**src/rtl/spi_regfifo.sv**
```systemverilog
module spi_regfifo #(
  parameter int DEPTH = 8,
  parameter int DW    = 16,
  parameter int AW    = 5
) (
  input  logic          clk,
  input  logic          rst_n,
  input  logic          bus_sel,
  input  logic          bus_wr,
  input  logic [AW-1:0] bus_addr,
  input  logic [DW-1:0] bus_wdata,
  output logic [DW-1:0] bus_rdata,
  output logic          eng_en,
  output logic          eng_tx_valid,
  input  logic          eng_tx_ready,
  output logic [DW-1:0] eng_tx_data,
  input  logic          eng_rx_valid,
  input  logic [DW-1:0] eng_rx_data,
  input  logic          eng_active,
  output logic [DW-1:0] cfg_ctrl0,
  output logic [6:0]    cfg_ctrl1,
  output logic [7:0]    cfg_prescale,
  output logic          irq
);
  localparam int PW   = $clog2(DEPTH);
  localparam int CW   = PW + 1;
  localparam int HALF = DEPTH / 2;

  logic [DW-1:0] ctrl0_q;
  logic [6:0]    ctrl1_q;
  logic [7:0]    presc_q;
  logic          ovr_q;
  logic [DW-1:0] tx_mem [DEPTH];
  logic [DW-1:0] rx_mem [DEPTH];
  logic [PW-1:0] tx_wp, tx_rp, rx_wp, rx_rp;
  logic [CW-1:0] tx_cnt, rx_cnt;

  wire en      = ctrl1_q[4];
  wire wr_acc  = bus_sel && bus_wr;
  wire rd_acc  = bus_sel && !bus_wr;
  wire [2:0] sel_idx = bus_addr[4:2];
  wire wr_data = wr_acc && sel_idx == 3'd2;
  wire wr_icr  = wr_acc && sel_idx == 3'd5;

  wire tx_full  = tx_cnt == CW'(DEPTH);
  wire tx_empty = tx_cnt == '0;
  wire rx_full  = rx_cnt == CW'(DEPTH);
  wire rx_empty = rx_cnt == '0;

  wire tx_push = en && wr_data && !tx_full;
  wire tx_pop  = eng_tx_valid && eng_tx_ready;
  wire rx_pop  = en && rd_acc && sel_idx == 3'd2 && !rx_empty;
  wire rx_push = en && eng_rx_valid && (!rx_full || rx_pop);
  wire ovr_set = en && eng_rx_valid && rx_full && !rx_pop;

  wire [16:0]   fmask   = (17'd2 << ctrl0_q[3:0]) - 17'd1;
  wire [DW-1:0] rx_word = eng_rx_data & fmask[DW-1:0];

  wire       busy    = !tx_empty || eng_active;
  wire [4:0] status  = {busy, rx_full, !rx_empty, !tx_full, tx_empty};
  wire [2:0] int_vec = {ovr_q & ctrl1_q[2],
                        (tx_cnt <= CW'(HALF)) & ctrl1_q[1],
                        (rx_cnt >= CW'(HALF)) & ctrl1_q[0]};

  assign eng_en       = en;
  assign eng_tx_valid = en && !tx_empty;
  assign eng_tx_data  = tx_mem[tx_rp];
  assign cfg_ctrl0    = ctrl0_q;
  assign cfg_ctrl1    = ctrl1_q;
  assign cfg_prescale = presc_q;
  assign irq          = |int_vec;

  always_comb begin
    bus_rdata = '0;
    if (rd_acc) begin
      case (sel_idx)
        3'd0: bus_rdata = ctrl0_q;
        3'd1: bus_rdata = DW'(ctrl1_q);
        3'd2: bus_rdata = rx_empty ? '0 : rx_mem[rx_rp];
        3'd3: bus_rdata = DW'(status);
        3'd4: bus_rdata = DW'(presc_q);
        3'd5: bus_rdata = DW'(int_vec);
        default: bus_rdata = '0;
      endcase
    end
  end

  always_ff @(posedge clk) begin
    if (tx_push) tx_mem[tx_wp] <= bus_wdata;
    if (rx_push) rx_mem[rx_wp] <= rx_word;
  end

  always_ff @(posedge clk or negedge rst_n) begin
    if (!rst_n) begin
      ctrl0_q <= '0; ctrl1_q <= '0; presc_q <= '0; ovr_q <= 1'b0;
      tx_wp <= '0; tx_rp <= '0; tx_cnt <= '0;
      rx_wp <= '0; rx_rp <= '0; rx_cnt <= '0;
    end else begin
      if (wr_acc && sel_idx == 3'd0) ctrl0_q <= bus_wdata;
      if (wr_acc && sel_idx == 3'd1) ctrl1_q <= bus_wdata[6:0];
      if (wr_acc && sel_idx == 3'd4) presc_q <= bus_wdata[7:0];
      if (ovr_set)     ovr_q <= 1'b1;
      else if (wr_icr) ovr_q <= 1'b0;
      if (!en) begin
        tx_wp <= '0; tx_rp <= '0; tx_cnt <= '0;
        rx_wp <= '0; rx_rp <= '0; rx_cnt <= '0;
      end else begin
        if (tx_push) tx_wp <= tx_wp + 1'b1;
        if (tx_pop)  tx_rp <= tx_rp + 1'b1;
        tx_cnt <= tx_cnt + CW'(tx_push) - CW'(tx_pop);
        if (rx_push) rx_wp <= rx_wp + 1'b1;
        if (rx_pop)  rx_rp <= rx_rp + 1'b1;
        rx_cnt <= rx_cnt + CW'(rx_push) - CW'(rx_pop);
      end
    end
  end

  AST_TX_BOUND: assert property (@(posedge clk) disable iff (!rst_n)
    tx_cnt <= CW'(DEPTH) && rx_cnt <= CW'(DEPTH));
  AST_FULL_DROP: assert property (@(posedge clk) disable iff (!rst_n)
    (tx_full && wr_data && !tx_pop) |=> (tx_full && $stable(tx_wp)));
  AST_OVR_STICKY: assert property (@(posedge clk) disable iff (!rst_n)
    (ovr_q && !wr_icr) |=> ovr_q);
  AST_ICR_CLEAR: assert property (@(posedge clk) disable iff (!rst_n)
    (wr_icr && !ovr_set) |=> !ovr_q);
  AST_FLUSH_OFF: assert property (@(posedge clk) disable iff (!rst_n)
    !en |=> (tx_empty && rx_empty));
  AST_IDLE_OFF: assert property (@(posedge clk) disable iff (!rst_n)
    !eng_en |-> !eng_tx_valid);
endmodule

```
**config.mk**
```make
export PLATFORM = sky130hd
export DESIGN_NAME = spi_regfifo
export DESIGN_NICKNAME = d
export VERILOG_FILES = /design/src/rtl/spi_regfifo.sv
export SDC_FILE = /design/constraint.sdc
export NUM_CORES = 1
export LEC_CHECK = 0
export BUFFER_PORTS_ARGS = -buffer_cell sky130_fd_sc_hd__buf_2
export CAP_MARGIN = 20
export CORE_MARGIN = 10
export CORE_UTILIZATION = 55
export CTS_CLUSTER_SIZE = 8
export DETAILED_ROUTE_END_ITERATION = 10
export PLACE_DENSITY_LB_ADDON = 0.1
export RECOVER_POWER = 25
export SLEW_MARGIN = 20
export SYNTH_ARGS = -nofsm -noshare
export SYNTH_HDL_FRONTEND = slang
export SYNTH_SLANG_ARGS = --single-unit
```
**constraint.sdc**
```tcl
create_clock -name clk -period 3.21 [get_ports clk]
set_input_delay 0 -clock clk [delete_from_list [all_inputs] [get_ports clk]]
set_output_delay 0 -clock clk [all_outputs]
set_load 0.02 [all_outputs]
```
==> PnR_summary.wiki <==
{| class="wikitable"
! Metric !! Value
|-
| Status || finished with violations
|-
| Violations in the final reports || capacitance limit, slew limit
|-
| Reg-to-reg startpoint || tx_cnt[2]
|-
| Total Routed Length || about 28 mm
|-
| Most frequent cell after synthesis || edfxtp_1
|-
| Buffer levels on the longest clock path || 3
|-
| Layout area overhead || 20.1%
|-
| Worst Hold Margin || approximately 0.029 ns
|-
| Full die area || 30100 um2
|-
| Placed wire-length estimate || 18.4 mm
|-
| Post-route cell area || ~16000 um2
|-
| Commonest cells post-synth || 256 x edfxtp_1, 64 x mux4_2, 52 x dfrtp_1, 49 x mux2_2, 32 x nand2_1
|-
| Final Instance Count excl. Fillers || 1247
|-
| I/O Buffers || between 100 and 150
|-
| Global-route congestion overflow total || 0
|-
| Met2 usage || between 30% and 40%
|-
| Mapped Avg Cell Area || 18.2 um2
|-
| Vias per std cell || 5.64
|-
| Stage delay of the slowest cell on the critical path || 0.45 ns
|-
| Worst setup slack for register-to-register paths || ~0.48 ns
|-
| Dominant combinational cell family by area after synthesis || multiplexers
|-
| Fraction of the mapped netlist area in compound gates || 3.37%
|-
| FP Rows || 56
|-
| R2R Path End || tx_cnt[2]
|-
| Number of maximum-capacitance constraint violations || 1
|-
| Startpoint class of the critical path || flip-flop
|-
| Worst setup path category || reg2reg
|-
| Post-route fraction of the period consumed by the critical path || 85.2%
|-
| Post-layout util || 66.8%
|-
| First-pass GRT wire length || around 44 mm
|-
| Transition at the pin with the smallest max-transition slack || 1.74 ns
|-
| Commonest register cell after synthesis || edfxtp_1
|-
| Synth Area in Simple Gates || 5.68%
|-
| Worst-case reg-to-reg path depth || 10
|-
| Fraction of layout cells with a size suffix above 1 || around a third
|-
| IR drop worst, VDD || 0.000515 V
|-
| Slowest cell on the critical path || or3b_1
|-
| Crit. End Element || flip-flop
|-
| Mapped Nets || between 700 and 800
|-
| Met1 Track Usage GR || 22.8%
|-
| Total via count in the routed design || 7039
|-
| Max transition margin || -16.0%
|-
| Area share of the largest cell type after synthesis || 59.2%
|-
| Startpoint of the tightest hold check path || eng_rx_data[14]
|-
| Final Slew Violations || 32
|-
| Largest net degree at the start of global routing || 32
|-
| First-pass DRT Iterations || 5
|-
| Share of the synthesized netlist area taken by xor and xnor gates || less than 1%
|-
| Top-level I/O count || 110
|-
| Post-place instance area || 14000 um2
|-
| Crit Path Max Fanout || 5
|-
| CP arrival || between 3 and 4 ns
|-
| Most Used Layer, Global Route || met2
|-
| DRT antenna net count || 0
|-
| Crit path top cell by count || ha_1
|-
| Worst hold endpoint || rx_mem[2][14]
|-
| Yosys synthesis warning count || 0
|-
| Post-placement cell count || 1131
|-
| Adder and majority cell fraction of the synthesized area || 1.95%
|-
| Crit path setup slack, layout || 0.475 ns
|-
| Count of flip-flops with a built-in enable after synthesis || 256
|-
| Setup Skew || 0.0170 ns
|-
| H-Tree Level Count || 2
|-
| RePlAce Congestion || 0.848
|-
| Mapped Area || 13000 um2
|-
| Post-synthesis mux area share || 17.3%
|-
| Placeable Area || 23300 um2
|-
| Residual DRC count || 0
|-
| Final hold vios || 0
|-
| Worst Hold Depth || 2
|-
| Setup repair after global routing missed its margin || no
|-
| Setup total negative slack || 0 ns
|-
| Number of storage elements in the synthesis netlist || 308
|-
| Starting DRT DRC Count || slightly below 500
|-
| Total global routing track utilization || 18.7%
|-
| Netlist cell types || 64
|-
| Vertical die dimension || 174 um
|-
| Min cycle time layout || between 2 and 3 ns
|-
| Leading cell types by total area after synthesis || edfxtp_1 59%, mux4_2 11%, dfrtp_1 10%
|-
| Sequential share of the synthesized area || 69.3%
|-
| Final setup violation count || 0
|-
| Proportion of synthesized flip-flops having asynchronous set or reset || 16.9%
|-
| Number of antenna repair diodes || 0
|-
| Dpl ws || 0.500 ns
|-
| Worst hold path class || in2reg
|-
| TritonCTS buffer count || between 40 and 50
|-
| Width of the chip || 174 um
|-
| Clk pin slew, worst setup/hold paths || approximately 0.050 ns
|-
| Post-detailed-route wirelength per cell || ~23 um
|-
| Number of global-route vias before repair || between 7000 and 8000
|-
| Clock root buffer || clkbuf_16
|-
| Cell type with the largest total area after synthesis || edfxtp_1
|-
| Worst Path Required || 3.62 ns
|-
| Leakage || 5.51 nW
|-
| Met3 Use GR || 3.88%
|-
| Post-CTS sizing || 0
|-
| Number of fill cells in the layout || 1626
|-
| CTS tree || done
|-
| Final net count || 958
|-
| Initial Utilization || 55.6%
|-
| Cells traversed along the worst timing path || inv_1, ha_1, or3b_1, and3_1, ha_1, inv_1, ha_1, fa_1, xor2_1, and2_1
|-
| Initial antenna violation count || 0
|-
| Top delay family on crit path || adder cells
|-
| Areal power density over the cells || 646 nW/um2
|-
| Worst-skew pair later-pin latency || 0.52 ns
|-
| Synthesized instance count || roughly 700
|-
| Timing-limited maximum frequency || about 0.37 GHz
|-
| Sink count of the clock tree || between 300 and 400
|-
| Critical path buffers and inverters || 2
|-
| Power Total || 10.1 mW
|}
## worst max path at each step
stage	cells past startpoint	slack, ns	to	startpoint
after floorplan	6	0.34	rx_mem[1][0]	rx_cnt[2]
after global placement	10	0.60	tx_cnt[2]	tx_cnt[2]
after detailed placement	10	0.50	tx_cnt[2]	tx_cnt[2]
after CTS	10	0.48	tx_cnt[2]	tx_cnt[2]
after global routing	3	0.25	rx_rp[0]	rst_n
final	10	0.48	tx_cnt[2]	tx_cnt[2]
## kinds of logic (layout without fill, tap and decap cells)
kind of cell	after synthesis	in the layout
xor gates and xnor gates	9	9
buffers and inverters	51	264
muxes	138	138
AOI/OAI and AO/OA	62	62
adders and majority gates	19	19
and+or+nand+nor	128	128
DFF	308	308
## layer usage
| metal | vias up | part of all wire, % |
|---|---|---|
| li1 | 3192 | - |
| met1 | 3584 | 40 |
| met2 | 214 | 52 |
| met3 | 49 | 5.5 |
| met4 | 0 | 2.2 |
| met5 | - | 0 |
## sequential cells by signal, indices dropped and copies added, names as in the netlist
signal,cells
rx_rp,3
rx_wp,3
tx_mem,128
tx_wp,3
rx_mem,128
ovr_q,1
cfg_prescale,8
cfg_ctrl0,16
cfg_ctrl1,7
tx_rp,3
rx_cnt,4
tx_cnt,4
## repair_timing
item | CTS | global route
hold endpoints to repair | 308 | 0
setup endpoints to repair | 0 | 0
hold buffers | 36 | 0
buffers inserted | 0 | 0
## cell type report
class | instances | area [um2] | area share [%]
timing repair buffer | 174 | 1120 | 7.19
multi-input combinational | 356 | 3760 | 24.1
clock buffer | 76 | 1220 | 7.83
inverter | 11 | 41.3 | 0.265
sequential | 308 | 8990 | 57.7
clock inverter | 3 | 55.1 | 0.353
tap | 319 | 399 | 2.56
## where the power goes
group / leakage [nW] / switching, mW / internal [mW]
Combinational: 1.90 / 0.675 / 0.461
Sequential: 3.00 / 0.161 / 4.57
Clock: 0.606 / 1.57 / 2.64
## cells in the final DEF, fill, tap and decap left out, types with 5 or more instances in the layout
master         count
edfxtp_1         256
buf_2             89
mux4_2            64
clkbuf_1          51
dfrtp_1           50
mux2_2            49
clkbuf_16         44
dlygate4sd3_1     36
nand2_1           32
buf_4             28
mux2i_1           24
nor2_1            23
and2_1            18
o21ai_0           18
ha_1              17
a21oi_1           12
inv_1             11
nor2b_1            9
nand2b_1           8
xor2_1             5
o21a_1             5
o22ai_1            5
nor3_2             5
(Power assumes the default switching activity.)
